### config.mk
export PLATFORM = sky130hd
export DESIGN_NAME = ser_tx_unit
export DESIGN_NICKNAME = d
export VERILOG_FILES = /design/src/rtl/ser_tx_pkg.sv /design/src/rtl/ser_tx_hold.sv /design/src/rtl/ser_tx_framer.sv /design/src/rtl/ser_tx_shifter.sv /design/src/rtl/ser_tx_unit.sv
export SDC_FILE = /design/constraint.sdc
export NUM_CORES = 1
export LEC_CHECK = 0
export BUFFER_PORTS_ARGS = -buffer_cell sky130_fd_sc_hd__buf_2
export CAP_MARGIN = 20
export CORE_ASPECT_RATIO = 1.1
export CORE_MARGIN = 2
export CORE_UTILIZATION = 35
export CTS_CLUSTER_SIZE = 40
export DETAILED_ROUTE_END_ITERATION = 12
export GPL_TIMING_DRIVEN = 0
export PLACE_DENSITY = 0.58
export RECOVER_POWER = 100
export SYNTH_ARGS = -nofsm -noshare
export SYNTH_HDL_FRONTEND = slang
export SYNTH_SLANG_ARGS = --single-unit
### constraint.sdc
create_clock -name clk -period 1.4 [get_ports clk]
set_input_delay 0.07 -clock clk [delete_from_list [all_inputs] [get_ports clk]]
set_output_delay 0.07 -clock clk [all_outputs]
set_load 0.05 [all_outputs]
### src/rtl/ser_tx_pkg.sv
// Shared types for the serial transmitter.
package ser_tx_pkg;

    // Character format applied to one frame.
    typedef struct packed {
        logic short_char;   // 1: one data bit fewer than the full width
        logic par_en;       // append a parity bit
        logic par_odd;      // 1: odd parity, 0: even parity
        logic two_stop;     // 1: two stop bits
    } frame_cfg_t;

endpackage

### src/rtl/ser_tx_hold.sv
// One-entry transmit holding buffer.
// Holds the last written character until the shift stage takes it.
// Assumes wr_en is a single-cycle strobe. A write in the same cycle as a
// take keeps the buffer full with the new character.
module ser_tx_hold #(
    parameter int DATA_W = 8
) (
    input  logic              clk,
    input  logic              rst_n,
    input  logic              enable,
    input  logic              wr_en,
    input  logic [DATA_W-1:0] wr_data,
    input  logic              take,
    output logic [DATA_W-1:0] data,
    output logic              full,
    output logic              empty_flag
);

    logic ready_q;

    // Track occupancy and capture write data. Disabling drops the content.
    always_ff @(posedge clk) begin
        if (!rst_n) begin
            full    <= 1'b0;
            data    <= '0;
            ready_q <= 1'b0;
        end else begin
            ready_q <= enable;
            if (!enable) begin
                full <= 1'b0;
            end else if (wr_en) begin
                data <= wr_data;
                full <= 1'b1;
            end else if (take) begin
                full <= 1'b0;
            end
        end
    end

    // Empty flag reads 1 only once the transmitter has been enabled for a cycle.
    always_comb empty_flag = ready_q && !full;

endmodule

### src/rtl/ser_tx_framer.sv
// Builds the frame bit vector (LSB first) and its length from a character
// and a format. Purely combinational. Unused upper positions are 1, so a
// right shift with 1-fill leaves the line high once the frame is out.
module ser_tx_framer
    import ser_tx_pkg::*;
#(
    parameter int DATA_W  = 8,
    parameter int FRAME_W = DATA_W + 4,
    parameter int LEN_W   = $clog2(FRAME_W + 1)
) (
    input  logic [DATA_W-1:0]  data,
    input  frame_cfg_t         cfg,
    output logic [FRAME_W-1:0] frame,
    output logic [LEN_W-1:0]   nbits
);

    int   ndata;
    logic par_bit;

    // Place start bit, data bits, parity bit, and leave stop positions high.
    always_comb begin
        ndata   = cfg.short_char ? DATA_W - 1 : DATA_W;
        par_bit = cfg.par_odd;
        frame   = '1;
        frame[0] = 1'b0;
        for (int i = 0; i < DATA_W; i++) begin
            if (i < ndata) begin
                frame[1 + i] = data[i];
                par_bit      = par_bit ^ data[i];
            end
        end
        if (cfg.par_en) frame[1 + ndata] = par_bit;
        nbits = LEN_W'(1 + ndata + (cfg.par_en ? 1 : 0) + (cfg.two_stop ? 2 : 1));
    end

endmodule

### src/rtl/ser_tx_shifter.sv
// Transmit shift stage. Sends a loaded frame one bit per TICKS_PER_BIT
// tick pulses and reports completion. Assumes load is asserted only while
// busy is 0 and enable is 1.
module ser_tx_shifter #(
    parameter int FRAME_W       = 12,
    parameter int LEN_W         = 4,
    parameter int TICKS_PER_BIT = 16
) (
    input  logic               clk,
    input  logic               rst_n,
    input  logic               enable,
    input  logic               tick,
    input  logic               load,
    input  logic [FRAME_W-1:0] frame_in,
    input  logic [LEN_W-1:0]   nbits_in,
    output logic               busy,
    output logic               done,
    output logic               txd
);

    localparam int CNT_W = (TICKS_PER_BIT > 1) ? $clog2(TICKS_PER_BIT) : 1;
    localparam logic [CNT_W-1:0] LAST_TICK = CNT_W'(TICKS_PER_BIT - 1);

    logic [FRAME_W-1:0] shreg;
    logic [LEN_W-1:0]   bits_left;
    logic [CNT_W-1:0]   tick_cnt;

    // Frame sequencing: load, bit timing, shift out, completion.
    always_ff @(posedge clk) begin
        if (!rst_n) begin
            shreg     <= '1;
            bits_left <= '0;
            tick_cnt  <= '0;
            busy      <= 1'b0;
            done      <= 1'b0;
        end else if (!enable) begin
            shreg     <= '1;
            bits_left <= '0;
            tick_cnt  <= '0;
            busy      <= 1'b0;
            done      <= 1'b0;
        end else if (load) begin
            shreg     <= frame_in;
            bits_left <= nbits_in;
            tick_cnt  <= '0;
            busy      <= 1'b1;
            done      <= 1'b0;
        end else if (!busy) begin
            done <= 1'b1;
        end else if (tick) begin
            if (tick_cnt == LAST_TICK) begin
                tick_cnt  <= '0;
                shreg     <= {1'b1, shreg[FRAME_W-1:1]};
                bits_left <= bits_left - 1'b1;
                if (bits_left == LEN_W'(1)) begin
                    busy <= 1'b0;
                    done <= 1'b1;
                end
            end else begin
                tick_cnt <= tick_cnt + 1'b1;
            end
        end
    end

    // Line output straight from the shift register; it holds all ones when idle.
    always_comb txd = shreg[0];

endmodule

### src/rtl/ser_tx_unit.sv
// Asynchronous serial transmitter: holding buffer, frame builder and shift
// stage, with buffer-empty and shift-complete flags and a selectable
// interrupt source. Assumes tick16 is a one-cycle enable and that the
// format inputs are stable from a write until its frame has started.
module ser_tx_unit
    import ser_tx_pkg::*;
#(
    parameter int DATA_W        = 8,
    parameter int TICKS_PER_BIT = 16
) (
    input  logic              clk,
    input  logic              rst_n,
    input  logic              tick16,
    input  logic              tx_en,
    input  logic              wr_en,
    input  logic [DATA_W-1:0] wr_data,
    input  logic              char7,
    input  logic              par_en,
    input  logic              par_odd,
    input  logic              stop2,
    input  logic              irq_sel,
    output logic              txd,
    output logic              buf_empty,
    output logic              shift_done,
    output logic              irq
);

    localparam int FRAME_W = DATA_W + 4;
    localparam int LEN_W   = $clog2(FRAME_W + 1);

    logic [DATA_W-1:0]  buf_data;
    logic               buf_full;
    logic               load;
    logic               busy;
    logic [FRAME_W-1:0] frame;
    logic [LEN_W-1:0]   nbits;
    frame_cfg_t         cfg;

    // Gather format inputs into one record.
    always_comb cfg = '{short_char: char7, par_en: par_en, par_odd: par_odd, two_stop: stop2};

    // Transfer buffer to shifter whenever the shifter is free.
    always_comb load = tx_en && buf_full && !busy;

    ser_tx_hold #(.DATA_W(DATA_W)) i_hold (
        .clk        (clk),
        .rst_n      (rst_n),
        .enable     (tx_en),
        .wr_en      (wr_en),
        .wr_data    (wr_data),
        .take       (load),
        .data       (buf_data),
        .full       (buf_full),
        .empty_flag (buf_empty)
    );

    ser_tx_framer #(.DATA_W(DATA_W), .FRAME_W(FRAME_W), .LEN_W(LEN_W)) i_framer (
        .data  (buf_data),
        .cfg   (cfg),
        .frame (frame),
        .nbits (nbits)
    );

    ser_tx_shifter #(
        .FRAME_W       (FRAME_W),
        .LEN_W         (LEN_W),
        .TICKS_PER_BIT (TICKS_PER_BIT)
    ) i_shift (
        .clk      (clk),
        .rst_n    (rst_n),
        .enable   (tx_en),
        .tick     (tick16),
        .load     (load),
        .frame_in (frame),
        .nbits_in (nbits),
        .busy     (busy),
        .done     (shift_done),
        .txd      (txd)
    );

    // Interrupt source selection.
    always_comb irq = irq_sel ? shift_done : buf_empty;

endmodule

---- Word-level counts from Yosys, hierarchy flattened ----
Cells that the tools add are included.
storage, ports and cells
  bits in registers ....................... 32
  latch bits .............................. 0
  memory bits (writable) .................. 0
  memory bits (read-only) ................. 0
  input bits .............................. 18
  output and inout bits ................... 4
  logic and storage cells ................. 98
  memories ................................ 0
cells by class
  $add $sub $neg .......................... 5
  multiply operators ...................... 0
  divide/modulo/power cells ............... 0
  order comparisons ....................... 10
  equality and inequality tests ........... 5
  shifts and indexed selects .............. 0
  mux-type cells .......................... 44
  bitwise logic cells ..................... 10
  reductions and logical operators ........ 16
operators with widths
  cell                                                                           number
  4-bit by 32-bit less-than comparator with 1-bit output, first input constant   4
  3-bit by 32-bit less-than comparator with 1-bit output, first input constant   2
  12-bit 2-to-1 mux                                                              5
  32-bit by 1-bit >= comparator with 1-bit output, second input constant         1
  1-bit by 32-bit less-than comparator with 1-bit output, first input constant   1
  2-bit by 32-bit less-than comparator with 1-bit output, first input constant   1
  32-bit by 6-bit less-than comparator with 1-bit output, second input constant  1
  1-bit 2-to-1 mux                                                               30
  4-bit 2-to-1 mux                                                               6
  12-bit bitwise mux                                                             1
  4-bit adder                                                                    2
  2-bit nonzero test                                                             4
  1-bit bitwise XOR                                                              8
  2-bit != test, second input constant                                           3
  2-bit AND reduction                                                            3
  3-bit AND reduction                                                            2
  1-bit by 4-bit adder with 5-bit output, first input constant                   1
  4-bit by 1-bit adder with 4-bit output, second input constant                  1
  1-bit demux with 4-bit select                                                  1
  4-bit by 1-bit equality test with 1-bit output, second input constant          1
  4-bit equality test, second input constant                                     1
  1-bit logical AND                                                              4
  4-bit by 1-bit subtractor with 4-bit output, second input constant             1
  3-bit OR reduction                                                             1
  other kinds (3)                                                                5

---- Logic depth before layout (Yosys ltp) ----
Gate-level depths: netlist of run 1.
  word-level depth ........................ 20
  depth in mapped cells ................... 7

---- By module ----
From an unflattened synthesis of run 1, not the netlist that was laid out.
second synthesis, totals
  cell total of the unflattened synthesis .. 194
  area, all modules ....................... 1734.2 um^2
modules (own cells, without submodules)
  module          instances  cells an instance  area each (um^2)  seq. area each (um^2)
  ser_tx_shifter  1          118                1047.3            440.4
  ser_tx_hold     1          44                 432.9             200.2
  ser_tx_framer   1          30                 230.2             0.0
  ser_tx_unit     1          2                  23.8              0.0

---- Worst setup path before layout of run 1 ----
OpenSTA, ideal clock, no wires.
  path kind ............................... reg2out
  from .................................... register i_hold.full
  to ...................................... output port irq
  data arrival time ....................... 1543 ps
  slack ................................... -213 ps
  stages on the path, launching flop included .. 3
  buffers on the path ..................... 0
  cell sequence ........................... dfxtp_1 > nor2b_1 > mux2_2
between the ends
  cells in the longest elaborated chain, start to end .. 3
RTL lines
  what                    RTL line           source
  from (decl)             ser_tx_hold.sv:15  output logic full,
  from (signal assigned)  ser_tx_hold.sv:24  full <= 1'b0;
  from (signal assigned)  ser_tx_hold.sv:30  full <= 1'b0;
  from (signal assigned)  ser_tx_hold.sv:33  full <= 1'b1;
  1-bit logical NOT       ser_tx_hold.sv:41  always_comb empty_flag = ready_q && !full;
  1-bit logical AND       ser_tx_hold.sv:41
  named net buf_empty     ser_tx_unit.sv:23  output logic buf_empty,
  1-bit 2-to-1 mux        ser_tx_unit.sv:82  always_comb irq = irq_sel ? shift_done : buf_empty;
  to (decl)               ser_tx_unit.sv:25  output logic irq
The timed path passes the listed nets, and every way through them passes these cells.

---- Final worst setup path of run 1 ----
  from .................................... register i_shift.tick_cnt[0]
  to ...................................... register i_shift.shreg[8]
between the ends
  cells in the longest elaborated chain, start to end .. 3
RTL lines
  what                                  RTL line              source
  from (decl)                           ser_tx_shifter.sv:26  logic [CNT_W-1:0] tick_cnt;
  from (signal assigned)                ser_tx_shifter.sv:60  tick_cnt <= tick_cnt + 1'b1;
  4-bit equality test                   ser_tx_shifter.sv:51  if (tick_cnt == LAST_TICK) begin
  2-bit nonzero test (no source line)   --
  3-bit AND reduction (no source line)  --
  to (signal assigned)                  ser_tx_shifter.sv:43  shreg <= frame_in;
  to (signal assigned)                  ser_tx_shifter.sv:53  shreg <= {1'b1, shreg[FRAME_W-1:1]};
  to (decl)                             ser_tx_shifter.sv:24  logic [FRAME_W-1:0] shreg;
No other way between the ends.
A chain may end at the register's enable or synchronous reset.

==> run summary, run 1 <==
Register area: 608 um2
Status: finished with violations
Clk sinks: 30
Layout area overhead: 29.9%
DR vias: 1308
Port Buffers: 20
DIE HEIGHT: 72.4 um
Worst min path class: input pin to flop
# diodes: 0
CTS tree: yes
CP peak stage delay: 0.36 ns
Max-slew headroom: 0.603
Yosys cell types: 37
First-pass GRT wire length: 5820 um
Skew final: 0.00304 ns
Final Max Tran Viols: 0
Flops & latches, synth: 30
Critical-path cell with the highest stage delay: dfxtp_4
Cells after Synth: 171
Core area: 4020 um2
Failing checks: negative setup slack
Fillers: 405
Max VDD drop: 0.419 mV
Crit Path Class: flop to flop
Initial DRC Count: 35
I/O pins: 22
Max clock buf depth: 2
Post-Syn Area: 1490 um2
RSZ-0062 raised after global routing: yes
Routability cong.: 0.836
Layout Nets: 232
Vias in the first global route: 1365
Multi-input gate area: 910 um2
Crit path launch type: flop
WP data required: 1.56 ns
Mapped Avg Cell Area: 8.71 um2
Wire per inst: 13.7 um
Antenna Nets Post-Route: 0
Clock latency at the later pin of the worst-skew pair: 0.27 ns
Worst R2R Start: i_shift.tick_cnt[0]$_SDFFE_PP0P_
Crit share post-route: 1.09
Worst slew pin tran: 0.598 ns
DRT Pass-1 Iters: 4
Hpwl dp: 2370 um
Largest net degree at the start of global routing: 11
Syn Nets: 194
Setup violators final: 13
Hold_ws: 0.0535 ns
Layout cells sized above 1: 0.346
Overall power: 1790 uW
Register clock-pin slew on the reported worst setup and hold paths: 0.06 ns
CP Buf/Inv Count: 0
Total global-route track usage: 0.158
CP Capture Type: flop
Max Clock Freq: 656 MHz
Worst setup path start: i_shift.tick_cnt[0]$_SDFFE_PP0P_
Die Area: 4800 um2
Part of the Yosys area used for sequential elements: 0.403
Grt ovf: 0
H-Tree Depth: 2
TritonCTS Buffers: 5
PD cells: 923 nW/um2
Root buf cell: clkbuf_8
Vias per Instance: 5.03
Hold Fails Final Rpt: 0
Critical Path AT: 1.69 ns
Leak pwr: 0.000748 uW
Min-delay src: wr_data[3]
Critical path's top delay family: simple AND/OR/NAND/NOR gates
Min setup slack post-route: -0.124 ns
Residual DRC count: 0
Detailed-route wire length: 3560 um
Max_cap viols: 0
Final Critical Period: 1.52 ns
Die Span X: 66.2 um
Rows: 24
Synthesis warning total: 0
Worst path cell trace: ha_4 -> and3_4 -> nor2b_4 -> mux2_4 -> a21oi_2 -> o21ai_1
Antenna violations before repair: 0
Initial cell density of the core: 0.370
Crit Path Max Fanout: 4
-- power breakdown --
| group | internal, uW | switching [uW] |
|---|---|---|
| Clock | 378 | 291 |
| Sequential | 875 | 20.1 |
| Combinational | 96.8 | 126 |
| Total | 1350 | 437 |
-- cells by family after synthesis --
kind of cell             synth area share
multiplexers                       0.0285
AND/OR/NAND/NOR                     0.191
XOR/XNOR                           0.0697
AO/OA/AOI/OAI                       0.207
buffers and inverters              0.0537
adder cells (fa/ha/maj)            0.0470
flip-flops                          0.403
-- timing repair --
item | in CTS | in global routing
hold buffers | 0 | 0
pin swaps | 8 | 1
gates resized for setup | 13 | 15
setup endpoints to repair | 11 | 17
buffers inserted | 7 | 3
cloned | 1 | 0
-- area by class of cell --
cell class	count	share of cell area
multi-input combinational	126	0.470
sequential	30	0.314
timing repair buffer	31	0.0995
clock buffer	6	0.0427
tap	52	0.0336
buffer	9	0.0284
inverter	6	0.0116
-- sequential cells by signal, summed over array words and instances, names as in the netlist --
name               flops
i_shift.shreg         10
i_hold.data            8
i_shift.bits_left      4
i_shift.tick_cnt       4
i_hold.full            1
i_hold.ready_q         1
i_shift.busy           1
i_shift.done           1
-- placed cells by master (no fill, tap or decap), types with 2 or more instances in the layout --
master,synthesis,routed
a21oi_1,15,9
a21oi_2,1,7
clkbuf_2,1,4
dfxtp_1,30,26
nand2_1,18,16
nor2_1,15,15
ha_1,4,3
clkbuf_8,0,6
xnor2_1,8,7
buf_6,3,3
nand3_1,9,9
nor3_1,4,3
mux2i_1,2,2
buf_2,0,16
inv_1,6,6
buf_4,0,8
a21boi_0,11,9
a21boi_1,4,2
xnor2_2,1,2
a21boi_2,0,4
clkbuf_1,5,7
nor2b_2,0,2
o21ai_1,4,6
dfxtp_2,0,3
nand2_2,1,3
o21ai_0,9,7
-- worst reg2reg max path: stages (launching register included) --
cell     delay (ns)
dfxtp_4        0.36
ha_4           0.14
and3_4         0.21
nor2b_4        0.22
mux2_4         0.32
a21oi_2        0.11
o21ai_1        0.07
-- routing by layer --
| metal | vias up | wire (um) | global-route usage |
|---|---|---|---|
| li1 | 657 | - | - |
| met4 | 0 | 96 | 0.0522 |
| met5 | - | 0 | 0 |
| met1 | 610 | 1450 | 0.164 |
| met3 | 10 | 132 | 0.0512 |
| met2 | 31 | 1890 | 0.296 |
-- per-stage QoR --
step	utilization	area, um2	cells	setup slack (ns)	setup TNS (ns)
final	0.481	1940	260	-0.124	-1.05
after global routing	0.481	1940	260	-0.184	-2.09
after CTS	0.465	1870	257	-0.110	-0.907
after detailed placement	0.418	1680	243	-0.164	-1.05
after global placement	0.418	1680	243	-0.149	-0.873
after floorplan	-	1520	171	-0.0317	-0.0390
-- worst paths after layout --
| kind | endpoint | slack, ns | depth (start not counted) |
|---|---|---|---|
| setup reg to reg | i_shift.shreg[8]$_SDFFE_PN1P_ | -0.12 | 6 |
| hold reg to reg | i_hold.data[5]$_SDFFE_PN0P_ | 0.49 | 2 |
| hold / removal | i_hold.data[3]$_SDFFE_PN0P_ | 0.05 | 3 |
| setup / recovery | i_shift.shreg[8]$_SDFFE_PN1P_ | -0.12 | 6 |
-- synthesized netlist by cell type (all sizes together) --
cell type	count	area share
a211oi	1	0.0050
a21boi	15	0.076
a21oi	16	0.056
a31oi	1	0.0042
a32oi	1	0.0059
and2	1	0.0042
and2b	1	0.0067
and3	1	0.0076
buf	3	0.023
clkbuf	6	0.016
dfxtp	30	0.40
fa	1	0.013
ha	4	0.034
inv	6	0.015
mux2	2	0.015
mux2i	2	0.013
nand2	19	0.050
nand3	10	0.042
nand4	1	0.0042
nor2	15	0.038
nor2b	3	0.018
nor3	4	0.013
nor4	1	0.0084
o21ai	13	0.044
o22ai	1	0.0042
o2bb2ai	1	0.0059
o41ai	1	0.0059
xnor2	9	0.058
xor2	2	0.012
(Power assumes the default switching activity.)
==> run 2, diff against run 1 <==
--- a/config.mk
+++ b/config.mk
@@ -5,6 +5,7 @@
 export SDC_FILE = /design/constraint.sdc
 export NUM_CORES = 1
 export LEC_CHECK = 0
+export ABC_AREA = 1
 export BUFFER_PORTS_ARGS = -buffer_cell sky130_fd_sc_hd__buf_2
 export CAP_MARGIN = 20
 export CORE_ASPECT_RATIO = 1.1
==> run 2 against run 1 <==
  * The run now ends clean
  * Power up 12%
  * Worst setup slack better by 0.18 ns
  * Clock-buffer cell count grew 2
  * Critical endpoint is now i_shift.shreg[5]$_SDFFE_PN1P_
==> run summary, run 2 <==
Status: finished, final reports clean
Setup violators final: 0
Biggest register: i_shift.shreg
Hpwl dp: 2700 um
Crit Path Max Fanout: 5
Layout Nets: 290
Fin util: 0.456
Part of the Yosys area used for sequential elements: 0.376
Antenna violations before repair: 0
Largest net degree at the start of global routing: 11
Net Sw Power: 536 uW
Wire per inst: 11.3 um
Critical-path cell with the highest stage delay: dfxtp_4
Fillers: 470
Max FFs per register: 10
CTS tree: yes
Max_cap viols: 0
Register clock-pin slew on the reported worst setup and hold paths: 0.07 ns
TNS Setup: 0 ns
Clock latency at the later pin of the worst-skew pair: 0.28 ns
Mapped Avg Cell Area: 6.92 um2
Die Area: 5120 um2
Layout area overhead: 24.2%
PD cells: 1010 nW/um2
Vias per Instance: 4.75
Worst path cell trace: ha_4 -> nand3_4 -> nor2_4 -> nor2_4 -> inv_2 -> buf_6 -> o211ai_1 -> nand3_1
Vias in the first global route: 1396
Crit path launch type: flop
Port Buffers: 21
# diodes: 0
CP Buf/Inv Count: 2
Most frequent cell after synthesis: nand2_1
Clk sinks: 30
Area contributors post-synth: dfxtp_1 38%, nand2_1 17%, inv_1 7.0%, nand3_1 5.6%, a21oi_1 5.0%
Max-slew headroom: 0.600
DIE HEIGHT: 74.9 um
Critical path's top delay family: simple AND/OR/NAND/NOR gates
Detailed-route wire length: 3640 um
Critical Path AT: 1.51 ns
Hold Fails Final Rpt: 0
Crit share post-route: 0.961
Final Max Tran Viols: 0
Synth top area share: 0.376
TritonCTS Buffers: 5
Max VDD drop: 0.434 mV
Fin area: 1980 um2
DR vias: 1528
Hold-fix buffer count after cts: 0
Cells after Synth: 231
Crit Path Class: flop to flop
H-Tree Depth: 2
Initial cell density of the core: 0.367
Synth cell count leaders: 72 x nand2_1, 30 x dfxtp_1, 30 x inv_1
Rows: 25
Grt ovf: 0
Initial DRC Count: 47
Yosys cell types: 30
Antenna Nets Post-Route: 0
Leak pwr: 0.000943 uW
Placed cell areas: 1780 um2
CP most frequent cell: nor2_4
DRT Pass-1 Iters: 6
Root buf cell: clkbuf_8
Ys async rst share: 0
Synth Flop Type: dfxtp_1
Syn Nets: 254
I/O pins: 22
Sw Ratio: 0.267
Commonest non-fill, non-tap cell in the layout: nand2_1
Synthesis warning total: 0
Core area: 4350 um2
CP Capture Type: flop
WP data required: 1.56 ns
Total global-route track usage: 0.157
Cell internal pwr: 1470 uW
First-pass GRT wire length: 6020 um
Combinational share of power: 0.133
Clock share of power: 0.419
Hold_ws: 0.00652 ns
Post-Syn Area: 1600 um2
Sequential power share: 0.448
Worst min path class: input pin to flop
Flops & latches, synth: 30
Final Critical Period: 1.35 ns
Die Span X: 68.4 um
Max Clock Freq: 743 MHz
Layout cells sized above 1: 0.228
Most frequent cells in the layout: 72 x nand2_1, 28 x inv_1, 23 x dfxtp_1
CP peak stage delay: 0.36 ns
Residual DRC count: 0
Worst slew pin tran: 0.602 ns
Top Registers: i_shift.shreg (10), i_hold.data (8)
Routability cong.: 0.771
Skew final: 0.00657 ns
Dominant cell type by area after synthesis: dfxtp_1
Max clock buf depth: 2
Number of synthesized flops with an enable pin: 0
## run 2: changes by cell type after synthesis, moves of 3 or more
| cell | before | now |
|---|---|---|
| nand2_1 | 18 | 72 |
| nand3_1 | 9 | 18 |
| o21ai_0 | 9 | 12 |
| xnor2_1 | 8 | 0 |
| clkbuf_1 | 5 | 1 |
| o211ai_1 | 0 | 7 |
| inv_1 | 6 | 30 |
| o21ai_1 | 4 | 1 |
| a21boi_1 | 4 | 0 |
| a21boi_0 | 11 | 0 |
## run 2: power groups by stage
stage | sequential [uW] | combinational [uW] | clock (uW)
after floorplan | 923 | 181 | 0
after global placement | 919 | 261 | 0
after detailed placement | 919 | 266 | 0
after CTS | 900 | 267 | 847
after global routing | 902 | 311 | 884
final | 899 | 268 | 840
## run 2: cell families (layout without fill, tap and decap cells)
kind of cell,Yosys count,count (layout),share of synthesized area
AND/OR/NAND/NOR,117,117,0.320
AO/OA/AOI/OAI,42,42,0.159
buffers and inverters,37,74,0.102
flip-flops,30,30,0.376
adder cells (fa/ha/maj),5,5,0.0439
## run 2: metal layers
metal	part of all wire	GRT usage
met1	0.45	0.189
met2	0.50	0.268
met3	0.033	0.0448
met4	0.013	0.0533
met5	0	0
## run 2: path summary, 6_finish.rpt
check / start / endpoint / slack (ns) / depth (start not counted)
hold / removal: wr_en / i_hold.full$_SDFFE_PN0P_ / 0.007 / 3
setup / recovery: i_shift.tick_cnt[1]$_SDFFE_PP0P_ / i_shift.shreg[5]$_SDFFE_PN1P_ / 0.05 / 8
hold reg to reg: i_hold.data[7]$_SDFFE_PN0P_ / i_hold.data[7]$_SDFFE_PN0P_ / 0.46 / 2
setup reg to reg: i_shift.tick_cnt[1]$_SDFFE_PP0P_ / i_shift.shreg[5]$_SDFFE_PN1P_ / 0.05 / 8
## run 2: repair_timing
item	CTS	global route
resized for setup	4	13
gates cloned	0	1
setup endpoints to repair	13	12
buffers inserted	2	5
pin swaps	1	6
## run 2: worst register-to-register path: cells and delay by family (launching register included)
| family | cells | cell delay (ns) |
|---|---|---|
| and+or+nand+nor | 4 | 0.41 |
| DFF | 1 | 0.36 |
| buffers and inverters | 2 | 0.20 |
| AOI/OAI and AO/OA | 1 | 0.08 |
| adders and majority gates | 1 | 0.17 |
## run 2: cell type report
type                    count  area [um2]  share of cell area
well taps                  54        67.6              0.0340
inverters                  31         119              0.0599
plain buffers               6        43.8              0.0221
clock buffers               8         110              0.0555
multi-input cells         164         865               0.436
flip-flops and latches     30         614               0.310
repair buffers             29         165              0.0832
## run 2: per-stage QoR
stage	cells	setup slack [ns]	total power, uW
final	322	0.0540	2010
after global routing	322	-0.0135	2100
after CTS	316	0.00594	2010
after floorplan	231	0.0820	1100
after detailed placement	306	-0.0498	1180
after global placement	306	-0.0580	1180
==> run 3, diff against run 2 <==
--- a/config.mk
+++ b/config.mk
@@ -11,6 +11,7 @@
 export CORE_ASPECT_RATIO = 1.1
 export CORE_MARGIN = 2
 export CORE_UTILIZATION = 35
+export CTS_BUF_LIST = sky130_fd_sc_hd__clkbuf_16
 export CTS_CLUSTER_SIZE = 40
 export DETAILED_ROUTE_END_ITERATION = 12
 export GPL_TIMING_DRIVEN = 0
@@ -19,3 +20,4 @@
 export SYNTH_ARGS = -nofsm -noshare
 export SYNTH_HDL_FRONTEND = slang
 export SYNTH_SLANG_ARGS = --single-unit
+export TNS_END_PERCENT = 30
==> run 3 against run 2 <==
  * Clock-buffer cell count shrank 3
  * First-iteration DRC count up 11%
  * Die area stayed put
  * Core utilization increased by 0.057 points
  * Combinational power barely moved
  * Register-to-register slack about the same
  * Design area is 0.13% higher
  * Sequential power about the same
  * Clock power increased by 19%
  * Critical endpoint is now i_shift.shreg[7]$_SDFFE_PN1P_
  * Largest power group is now the clock network
  * Highest routed layer unchanged
==> run summary, run 3 (synthesized netlist as in run 2, its figures left out) <==
Commonest non-fill, non-tap cell in the layout: nand2_1
Total global-route track usage: 0.159
Net Sw Power: 556 uW
Final Critical Period: 1.35 ns
Routability cong.: 0.771
Critical path's top delay family: simple AND/OR/NAND/NOR gates
Worst slew pin tran: 0.599 ns
Antenna violations before repair: 0
Clk sinks: 30
# diodes: 0
Hold path endpoint: i_hold.full$_SDFFE_PN0P_
H-Tree Depth: 2
Max_cap viols: 0
Grt ovf: 0
DRT Pass-1 Iters: 4
CP peak stage delay: 0.36 ns
Hold Fails Final Rpt: 0
Clock share of power: 0.462
Layout cells sized above 1: 0.204
Cell internal pwr: 1610 uW
Worst Hold Depth: 3
Register clock-pin slew on the reported worst setup and hold paths: 0.05 ns
Crit Reg-Reg Endpoint: i_shift.shreg[7]$_SDFFE_PN1P_
Layout Nets: 287
Crit share post-route: 0.966
Max Clock Freq: 739 MHz
Hpwl dp: 2700 um
Final Max Tran Viols: 0
First-pass GRT wire length: 6070 um
PD cells: 1090 nW/um2
Status: finished, final reports clean
CP Buf/Inv Count: 2
Antenna Nets Post-Route: 0
Leak pwr: 0.000935 uW
Die Span X: 68.4 um
TritonCTS Buffers: 5
Sw Ratio: 0.256
Vias per Instance: 4.71
Die Area: 5120 um2
Worst min path class: input pin to flop
Top Registers: i_shift.shreg (10), i_hold.data (8)
Total placed cells including tap cells: 306
Crit path launch type: flop
CTS tree: yes
WP data required: 1.53 ns
Port Buffers: 21
Max clock buf depth: 2
Detailed-route wire length: 3590 um
I/O pins: 22
Max VDD drop: 0.433 mV
Residual DRC count: 0
Overall power: 2170 uW
Root buf cell: clkbuf_16
Vias in the first global route: 1370
RSZ-0062 raised after global routing: yes
Crit Path Class: flop to flop
CP Capture Type: flop
Max FFs per register: 10
TNS Setup: 0 ns
DIE HEIGHT: 74.9 um
Layout area overhead: 24.4%
Largest net degree at the start of global routing: 11
Biggest register: i_shift.shreg
Wire per inst: 11.3 um
Setup violators final: 0
Skew final: 0.00263 ns
Crit Path Max Fanout: 5
DR vias: 1504
Hold-fix buffer count after cts: 0
Clock latency at the later pin of the worst-skew pair: 0.27 ns
Rows: 25
Initial DRC Count: 52
Sequential power share: 0.415
Worst path cell trace: ha_4 -> nand3_4 -> nor2_4 -> nor2_4 -> inv_2 -> buf_4 -> o211ai_1 -> nand3_1
Initial cell density of the core: 0.367
Reg2Reg Setup Slack: 0.05 ns
Most frequent cells in the layout: 72 x nand2_1, 28 x inv_1, 24 x dfxtp_1
Critical Path AT: 1.48 ns
Min-delay src: wr_en
Critical-path cell with the highest stage delay: dfxtp_4
Max-slew headroom: 0.602
Non-Filler Instances: 319
Core area: 4350 um2
Worst R2R Start: i_shift.tick_cnt[1]$_SDFFE_PP0P_
R2R cell count: 8
CP most frequent cell: nor2_4
Combinational share of power: 0.123
## run 3: cell types whose count changed in the layout (fill, tap and decap cells not counted), sizes merged
cell    previous run  this run
clkinv             0         3
buf               29        26
clkbuf            14        11
## run 3: power by group through the flow
| stage | logic [uW] | registers, uW | clock network [uW] |
|---|---|---|---|
| 4_1_cts | 267 | 902 | 1020 |
| 5_1_grt | 311 | 904 | 1060 |
| 3_3_place_gp | 261 | 919 | 0 |
| 2_1_floorplan | 181 | 923 | 0 |
| 3_5_place_dp | 266 | 919 | 0 |
| 6_report | 267 | 900 | 1000 |
## run 3: metal layers
metal / up-vias / share of wire / global-route usage / wire [um]
met5: - / 0 / 0 / 0
met4: 0 / 0.0050 / 0.0467 / 18
met3: 2 / 0.030 / 0.0493 / 108
met2: 15 / 0.50 / 0.269 / 1790
met1: 676 / 0.47 / 0.192 / 1680
li1: 811 / - / - / -
## run 3: worst max-delay path by stage
stage | startpoint | endpoint | depth (start not counted)
3_3_place_gp | i_shift.tick_cnt[1]$_SDFFE_PP0P_ | i_shift.shreg[6]$_SDFFE_PN1P_ | 8
4_1_cts | i_shift.tick_cnt[1]$_SDFFE_PP0P_ | i_shift.shreg[4]$_SDFFE_PN1P_ | 8
3_5_place_dp | i_shift.tick_cnt[1]$_SDFFE_PP0P_ | i_shift.shreg[4]$_SDFFE_PN1P_ | 8
6_report | i_shift.tick_cnt[1]$_SDFFE_PP0P_ | i_shift.shreg[7]$_SDFFE_PN1P_ | 8
2_1_floorplan | i_shift.tick_cnt[0]$_SDFFE_PP0P_ | i_shift.bits_left[2]$_SDFFE_PN0P_ | 7
5_1_grt | i_shift.tick_cnt[1]$_SDFFE_PP0P_ | i_shift.bits_left[2]$_SDFFE_PN0P_ | 7
## run 3: tightest hold or removal path, stage by stage
cell	delay, ns
buf_2	0.09
a21oi_1	0.03
nor2_1	0.07
## run 3: stage by stage
stage	area, um2	hold WS, ns	util	setup slack (ns)
global placement	1780	0.308	0.408	-0.0580
global route	1990	0.0255	0.457	-0.0270
CTS	1940	0.0206	0.447	0.00644
floorplan	1600	0.187	-	0.0820
finish	1990	0.0196	0.457	0.0471
detailed placement	1780	0.304	0.408	-0.0498
## run 3: area by class of cell
class	count	area (um2)
tap	54	67.6
timing repair buffer	26	140
sequential	30	613
clock buffer	5	125
clock inverter	3	11.3
buffer	6	46.3
inverter	31	119
multi-input combinational	164	865
fill	462	2360
## run 3: what timing repair did
action | 4_1_cts | 5_1_grt
resized for setup | 4 | 12
endpoints found under the setup margin | 12 | 12
gates cloned | 0 | 1
setup buffers | 2 | 2
pin swaps | 1 | 3
